[src/rtl/wpq_pkg.sv]
package wpq_pkg;
    typedef enum logic {
        ST_IDLE = 1'b0,
        ST_DATA = 1'b1
    } wpq_mode_e;
endpackage

[src/rtl/wpq_win.sv]
module wpq_win #(
    parameter int AW      = 32,
    parameter int NUM_WIN = 2
) (
    input  logic [AW-1:0]              addr,
    input  logic [NUM_WIN-1:0][AW-1:0] base,
    input  logic [NUM_WIN-1:0][AW-1:0] size,
    output logic                       hit
);
    logic [NUM_WIN-1:0] hit_vec;

    for (genvar g = 0; g < NUM_WIN; g++) begin : g_win
        logic [AW-1:0] delta;
        assign delta      = addr - base[g];
        assign hit_vec[g] = (size[g] != '0) && (addr >= base[g]) && (delta < size[g]);
    end

    assign hit = |hit_vec;
endmodule

[src/rtl/wpq_buf.sv]
module wpq_buf #(
    parameter int DEPTH = 4,
    parameter int BEATS = 16,
    parameter int DW    = 32
) (
    input  logic                     clk,
    input  logic                     wr_en,
    input  logic [$clog2(DEPTH)-1:0] wr_ptr,
    input  logic [$clog2(BEATS)-1:0] wr_idx,
    input  logic [DW-1:0]            wr_data,
    input  logic [DW/8-1:0]          wr_be,
    input  logic [$clog2(DEPTH)-1:0] rd_ptr,
    input  logic [$clog2(BEATS)-1:0] rd_idx,
    output logic [DW-1:0]            rd_data,
    output logic [DW/8-1:0]          rd_be
);
    localparam int BW = DW / 8;

    logic [DW+BW-1:0] mem_q [DEPTH][BEATS];

    always_ff @(posedge clk) begin
        if (wr_en) begin
            mem_q[wr_ptr][wr_idx] <= {wr_be, wr_data};
        end
    end

    assign {rd_be, rd_data} = mem_q[rd_ptr][rd_idx];
endmodule

[src/rtl/wr_post_queue.sv]
module wr_post_queue
    import wpq_pkg::*;
#(
    parameter int AW      = 32,
    parameter int DW      = 32,
    parameter int NUM_WIN = 2,
    parameter int DEPTH   = 4,
    parameter int BEATS   = 16
) (
    input  logic                             clk,
    input  logic                             rst_n,
    input  logic [NUM_WIN-1:0][AW-1:0]       win_base,
    input  logic [NUM_WIN-1:0][AW-1:0]       win_size,
    input  logic                             in_valid,
    input  logic                             in_dac,
    input  logic [AW-1:0]                    in_addr,
    input  logic                             in_beat_valid,
    input  logic [DW-1:0]                    in_data,
    input  logic [DW/8-1:0]                  in_be,
    input  logic                             in_last,
    output logic                             resp_claim,
    output logic                             resp_retry,
    output logic                             resp_noclaim,
    output logic                             resp_disc,
    output logic                             ext_req,
    output logic [AW-1:0]                    ext_addr,
    output logic                             ext_dac,
    output logic [$clog2(BEATS):0]           ext_beats,
    input  logic [$clog2(BEATS)-1:0]         ext_rd_idx,
    output logic [DW-1:0]                    ext_rd_data,
    output logic [DW/8-1:0]                  ext_rd_be,
    input  logic                             ext_done
);
    localparam int BW   = DW / 8;
    localparam int LSB  = $clog2(BW);
    localparam int IDXW = $clog2(BEATS);
    localparam int NW   = IDXW + 1;
    localparam int PTRW = $clog2(DEPTH);
    localparam int CNTW = $clog2(DEPTH + 1);

    typedef struct packed {
        wpq_mode_e                   mode;
        logic [PTRW-1:0]             head;
        logic [PTRW-1:0]             tail;
        logic [CNTW-1:0]             count;
        logic [NW-1:0]               nbeat;
        logic [IDXW-1:0]             off;
        logic [DEPTH-1:0][AW-1:0]    addr;
        logic [DEPTH-1:0]            dac;
        logic [DEPTH-1:0][NW-1:0]    beats;
        logic                        claim;
        logic                        retry;
        logic                        noclaim;
        logic                        disc;
    } ctl_t;

    ctl_t s_d, s_q;

    logic win_hit;
    logic wr_en;
    logic commit;
    logic pop;
    logic at_bnd;
    logic idle;
    logic [CNTW-1:0] occ;

    function automatic logic [PTRW-1:0] nxt(input logic [PTRW-1:0] p);
        return (p == PTRW'(DEPTH - 1)) ? '0 : p + 1'b1;
    endfunction

    wpq_win #(.AW(AW), .NUM_WIN(NUM_WIN)) u_win (
        .addr (in_addr),
        .base (win_base),
        .size (win_size),
        .hit  (win_hit)
    );

    wpq_buf #(.DEPTH(DEPTH), .BEATS(BEATS), .DW(DW)) u_buf (
        .clk     (clk),
        .wr_en   (wr_en),
        .wr_ptr  (s_q.tail),
        .wr_idx  (s_q.nbeat[IDXW-1:0]),
        .wr_data (in_data),
        .wr_be   (in_be),
        .rd_ptr  (s_q.head),
        .rd_idx  (ext_rd_idx),
        .rd_data (ext_rd_data),
        .rd_be   (ext_rd_be)
    );

    always_comb begin
        s_d         = s_q;
        s_d.claim   = 1'b0;
        s_d.retry   = 1'b0;
        s_d.noclaim = 1'b0;
        s_d.disc    = 1'b0;
        wr_en       = 1'b0;
        commit      = 1'b0;
        pop         = ext_done && (s_q.count != '0);
        at_bnd      = ({1'b0, s_q.off} + s_q.nbeat) == NW'(BEATS - 1);

        case (s_q.mode)
            ST_IDLE: begin
                if (in_valid) begin
                    if (!in_dac && !win_hit) begin
                        s_d.noclaim = 1'b1;
                    end else if (s_q.count == CNTW'(DEPTH)) begin
                        s_d.retry = 1'b1;
                    end else begin
                        s_d.claim           = 1'b1;
                        s_d.mode            = ST_DATA;
                        s_d.addr[s_q.tail]  = in_addr;
                        s_d.dac[s_q.tail]   = in_dac;
                        s_d.nbeat           = '0;
                        s_d.off             = in_addr[LSB +: IDXW];
                    end
                end
            end
            default: begin
                if (in_beat_valid) begin
                    wr_en     = 1'b1;
                    s_d.nbeat = s_q.nbeat + 1'b1;
                    if (in_last || at_bnd) begin
                        commit               = 1'b1;
                        s_d.beats[s_q.tail]  = s_q.nbeat + 1'b1;
                        s_d.tail             = nxt(s_q.tail);
                        s_d.mode             = ST_IDLE;
                        s_d.disc             = !in_last;
                    end
                end
            end
        endcase

        if (pop) begin
            s_d.head = nxt(s_q.head);
        end

        case ({commit, pop})
            2'b10:   s_d.count = s_q.count + 1'b1;
            2'b01:   s_d.count = s_q.count - 1'b1;
            default: s_d.count = s_q.count;
        endcase
    end

    always_ff @(posedge clk) begin
        if (!rst_n) begin
            s_q <= '0;
        end else begin
            s_q <= s_d;
        end
    end

    assign idle         = (s_q.mode == ST_IDLE);
    assign occ          = s_q.count;
    assign resp_claim   = s_q.claim;
    assign resp_retry   = s_q.retry;
    assign resp_noclaim = s_q.noclaim;
    assign resp_disc    = s_q.disc;
    assign ext_req      = (s_q.count != '0);
    assign ext_addr     = s_q.addr[s_q.head];
    assign ext_dac      = s_q.dac[s_q.head];
    assign ext_beats    = s_q.beats[s_q.head];
endmodule

[config.mk]
export PLATFORM = sky130hd
export DESIGN_NAME = wr_post_queue
export DESIGN_NICKNAME = d
export VERILOG_FILES = /design/src/rtl/wpq_pkg.sv /design/src/rtl/wpq_win.sv /design/src/rtl/wpq_buf.sv /design/src/rtl/wr_post_queue.sv
export SDC_FILE = /design/constraint.sdc
export NUM_CORES = 2
export LEC_CHECK = 0
export CAP_MARGIN = 10
export CORE_ASPECT_RATIO = 1.2
export CORE_MARGIN = 2
export CORE_UTILIZATION = 61
export CTS_BUF_LIST = sky130_fd_sc_hd__clkbuf_4 sky130_fd_sc_hd__clkbuf_8 sky130_fd_sc_hd__clkbuf_16
export DETAILED_ROUTE_END_ITERATION = 10
export GPL_TIMING_DRIVEN = 0
export PLACE_DENSITY = 0.83
export SETUP_SLACK_MARGIN = 0.05
export SLEW_MARGIN = 10
export SYNTH_ARGS = -nofsm -noshare
export SYNTH_HDL_FRONTEND = slang
export SYNTH_SLANG_ARGS = --single-unit
[constraint.sdc]
create_clock -name clk -period 7.2 [get_ports clk]
set_input_delay 1.08 -clock clk [delete_from_list [all_inputs] [get_ports clk]]
set_output_delay 1.08 -clock clk [all_outputs]
set_load 0.01 [all_outputs]
Yosys cells after proc, flatten, opt, wreduce, memory -nomap -nowiden
Memories as Yosys holds them, arrays and structs flattened. A register that Yosys moved wholly into a read port is not among the register bits. Index checks and enable logic that the tools add are counted.

Bits in registers: 173. Memories kept: 1. Bits in read-only memories: 0. Logic and storage cells: 123. Output and inout port bits: 79. Bits in writable memories: 2304. Input bits: 207. Latch bits: 0.

$lt $le $gt $ge: 10. Add/subtract/negate cells: 8. Div/mod/pow operators: 0. $mul: 0. Bitwise operators: 7. Reductions and logical operators: 24. Shifts and indexed selects: 0. Mux-type cells: 45. Eq/ne operators: 9.

Memory list: u_buf.mem_q (depth 4, bits a word 576, read ports 1, clocked after memory_dff 1, write ports 1, RTL line wpq_buf.sv:19) `logic [DW+BW-1:0] mem_q [DEPTH][BEATS];`.

Operator list (number): $mux W576 (1); $mux W141 (3); $bmux W36 S4 (1); $demux W36 S4 (1); $bwmux W128 (1); $mux W36 (3); $bmux W32 S2 (1); $demux W32 S2 (1); $ge A32 B32 Y1 (2); $lt A32 B32 Y1 (2); $mux W32 (2); $reduce_bool A32 Y1 (2); $sub A32 B32 Y32 (2); $bwmux W20 (1); $mux W5 (4); $mux W1 (16); $reduce_and A4 Y1 (3); $bmux W5 S2 (1); $demux W5 S2 (1); $ge A5 B5 Y1 const B (2); $not A4 Y5 (2); $logic_and A1 B1 Y1 (8); $mux W2 (4); $eq A2 B2 Y1 const B (3); other kinds (25) (36).

Longest topological paths before layout
Depth in word-level cells: 9. Depth in mapped cells: 24. Gate-level depth less buffers: 22.

Modules after synthesis
Synthesis repeated with hierarchy kept, for this count alone.

Cells, all modules: 5513. Area, all modules: 101085.7 um2.

Modules (own cells, without submodules): wpq_buf (area each 87954.4 um2, cells an instance 3917, instances 1, sequential area each 69186.4 um2); wr_post_queue (area each 7833.8 um2, cells an instance 826, instances 1, sequential area each 3463.3 um2); wpq_win (area each 5297.6 um2, cells an instance 770, instances 1, sequential area each 0.0 um2).

Worst setup path before layout
No wires, ideal clock.

Path type: in2reg. Start: input port in_addr[0]. End: register s_q[100] (netlist bit). Path slack: 1.802 ns. Path buffers: 2. Arrival: 5.326 ns. Data required time: 7.128 ns. Setup time: 0.072 ns. Stages on the path: 23. Cells stage by stage: inv_1 > ha_1 > fa_1 > nand2b_1 > a21oi_1 > a311oi_4 > o41ai_1 > o211ai_1 > nand2b_1 > a21oi_1 > o21ai_0 > xor2_1 > ha_1 > nand3_1 > a21oi_1 > a2111o_1 > a221oi_1 > o2bb2ai_2 > a21oi_4 > and2_4 > buf_12 > buf_12 > mux2i_1.

Word-level cells in the longest chain between the ends: 8. Elaborated cells on any way between the ends: 15. Those cells by class: add/sub: 2; order compare: 4; bitwise: 1; reduce/logical: 8.

Ends and longest elaborated chain: from (decl) (RTL line wr_post_queue.sv:16) `input logic [AW-1:0] in_addr,`; $sub A32 B32 Y32 or $ge A32 B32 Y1 (tied branches) (RTL line wpq_win.sv:14, wpq_win.sv:15); $lt A32 B32 Y1 or $logic_and A1 B1 Y1 (tied branches) (RTL line wpq_win.sv:15) `assign hit_vec[g] = (size[g] != '0) && (addr >= base[g]) && (delta < size[g]);`; $logic_and A1 B1 Y1 (RTL line wpq_win.sv:15); $reduce_or A2 Y1 * (RTL line wpq_win.sv:18) `assign hit = |hit_vec;`; $logic_not A1 Y1 * (RTL line wr_post_queue.sv:105) `if (!in_dac && !win_hit) begin`; $logic_and A1 B1 Y1 * (RTL line wr_post_queue.sv:105); $not A1 Y1 (no line) *; $reduce_and A4 Y1 (no line) *; to (signal assigned) (RTL line wr_post_queue.sv:147) `s_q <= '0;`; to (signal assigned) (RTL line wr_post_queue.sv:149) `s_q <= s_d;`; to (decl) (RTL line wr_post_queue.sv:57) `ctl_t s_d, s_q;`.

Mark *: on every way between the ends. The rest lies on a longest branch, timed or not. A chain may end at the register's enable or synchronous reset.

==> impl_metrics.yaml <==
outcome:
  status: "finished clean"
power:
  power.total_mw: 30.87
  irDropWorstVdd_mv: 0.2499
  p_leak_nw: 36.88
  p_per_area_nw_per_um2: 267.3
cts:
  clk_latency_ps: 890
  cts_root_buf: "clkbuf_16"
  cts_tree: "done"
  cts-htree-levels: 4
  post_cts_buffers: 0
  cts_hold_buf: 0
  cts_buffer_depth: 3
  clock-sinks: 2479
  cts_buffers: 219
  cts.reportedPaths.clkPinSlew_ps: 70
  cts_resized: 0
yosys:
  asyncSetResetFlopFracSynth: 0
  yosys.area.top_type: "edfxtp_1"
  synth_edf_count: 2304
  synth_top_area_frac: 0.6873
  syn_area_um2: 100700
  syn-instance-count: 4827
  yosys_warnings: 0
  synth.area.top_cells: "edfxtp_1 (69%), mux4_2 (18%), dfxtp_1 (3.5%), ha_1 (1.7%), mux2i_1 (1.6%)"
  synth_common_cells: "edfxtp_1 (2304), mux4_2 (784), nand2_1 (245)"
  yosysMostFrequentCell: "edfxtp_1"
  ys_seq_area_frac: 0.7221
  ys.flop_type: "edfxtp_1"
  synth_fp_nets: 5178
  avgSynthCellArea_um2: 20.86
  ys_types: 75
  synth_seq_cells: 2479
die:
  io_pins: 286
  dieWidth_um: 374.8
  start_util: 0.6132
  row_count: 163
  core_um2: 164200
  dieArea_um2: 168300
  die_h_um: 449.0
drt:
  ant_nets: 0
  vias_per_cell: 7.321
  top_layer: "met5"
  vias: 56870
  m1WireLength_um: 95870
  wl_per_cell_um: 40.37
  met3_wirelength_um: 36340
  wl_met2_um: 155400
  first_iter_violations: 9503
  drtPass1Iterations: 7
  finalWirelength_um: 313500
  drc_errors: 0
timing:
  slew_viol_final: 0
  min_period_ps: 6829
  fmax_ghz: 0.1464
  setup_ws_ps: 370.7
  fin_worst_skew_ps: 50.99
  setup_viol: 0
  hold_viol: 0
  slew_headroom: 0.07661
  worstMarginPinSlew_ps: 1385
  rsz0062_at_grt: "no"
  whs_ps: 436.2
  period_share: 0.9485
final_layout:
  area_delta_synth_final_pct: 14.72
  fin_util: 0.7034
  finalNetCount: 5777
  drive_above_1_share: 0.2643
  instances_no_fill: 7767
worst_hold_path:
  min_path_type: "in2reg"
place:
  port_buffers: 280
  gp_congestion: 0.9851
  hpwl_um: 189000
  placed_cells: 7350
  pre_cts_ws_ps: -142.4
setup_path:
  cp_max_fo: 10
  worstPathRequired_ps: 6120
  endpoint_kind: "output port"
  start_kind: "register"
  criticalPathCategory: "reg2out"
  critPathArrivalTime_ps: 5750
global_routing:
  grt_max_degree: 65
  first_global_vias: 57410
  overflow: 0
  antenna_found_initial: 29
  grt.total_usage: 0.3763
  grt_first_pass_wirelength_um: 438600
flow_run:
  drv_cap: 0
sequential cells by signal (all words and copies together), names as in the netlist, named ones only:
register / flops
u_buf.mem_q: 2304
s_q: 166
occ: 3
resp_claim: 1
resp_disc: 1
resp_noclaim: 1
resp_retry: 1
kinds of logic (layout without fill, tap and decap cells):
family / after synthesis / in the layout / share of synthesized area
adders and majority gates: 144 / 144 / 0.01820
DFF: 2479 / 2479 / 0.7221
AOI/OAI and AO/OA: 269 / 269 / 0.01769
buffers and inverters: 386 / 1171 / 0.01823
and+or+nand+nor: 529 / 529 / 0.02563
other: 0 / 10 / 0
muxes: 956 / 956 / 0.1926
xor gates and xnor gates: 64 / 64 / 0.005568
per-stage QoR:
step                      setup TNS (ps)  instance area (µm²)
final                                  0               115500
after global routing                   0               115500
after CTS                              0               115500
after detailed placement          -11060               108100
after global placement            -14790               106200
after floorplan                        0               100700
layout by cell type (no fill, tap or decap), drive strengths merged, types with 16 or more instances in the layout:
| master | instances |
|---|---|
| clkdlybuf4s50 | 244 |
| a21oi | 82 |
| nor3 | 16 |
| edfxtp | 2304 |
| nor2b | 29 |
| o21ai | 66 |
| ha | 140 |
| nand3 | 34 |
| nand2 | 246 |
| clkinv | 91 |
| nand4 | 20 |
| dfxtp | 175 |
| inv | 158 |
| xor2 | 22 |
| mux4 | 784 |
| and2 | 76 |
| xnor2 | 42 |
| nor2 | 50 |
| a21o | 37 |
| nor4 | 18 |
| bufinv | 21 |
| clkbuf | 405 |
| mux2i | 162 |
| buf | 241 |
worst paths after layout:
path              slack [ps]  depth (start not counted)         from                  end
setup reg to reg        3610                         15     s_q[161]               occ[2]
hold reg to reg          460                          2     s_q[101]             s_q[101]
hold / removal           440                          1  in_data[17]  u_buf.mem_q[1][557]
setup / recovery         370                          9     register       ext_rd_data[5]
power breakdown:
part	total (mW)	internal, mW	leakage (nW)	switching (mW)
logic	2.77	1.19	11.1	1.58
registers	15.8	15.8	22.1	0.0232
clock network	12.3	6.75	3.66	5.57
layer usage:
layer  global-route usage  vias to the layer above
met2               0.6189                     5487
met4               0.2438                       24
met1               0.4426                    28890
met5                    0                        -
met3              0.09698                     1317
li1                     -                    21140
worst max-delay path: stages (launching register included):
cell and delay, ps:
dfxtp_1 310, buf_2 360, clkbuf_1 1030, buf_1 990, mux4_2 460, mux4_2 520
mux2_2 310, nand2_1 110, o21ai_0 180, clkdlybuf4s50_1 560
final cells by class:
cell class	count	area, µm²
Buffer	240	1299
Clock buffer	272	6053
Clock inverter	135	1348
Timing Repair Buffer	378	4614
Fill cell	8961	48690
Antenna cell	10	25.02
Sequential cell	2479	72690
Inverter	146	548.0
Tap cell	2145	2684
Multi-Input combinational cell	1962	26220
Power figures use the tool's default switching activity.
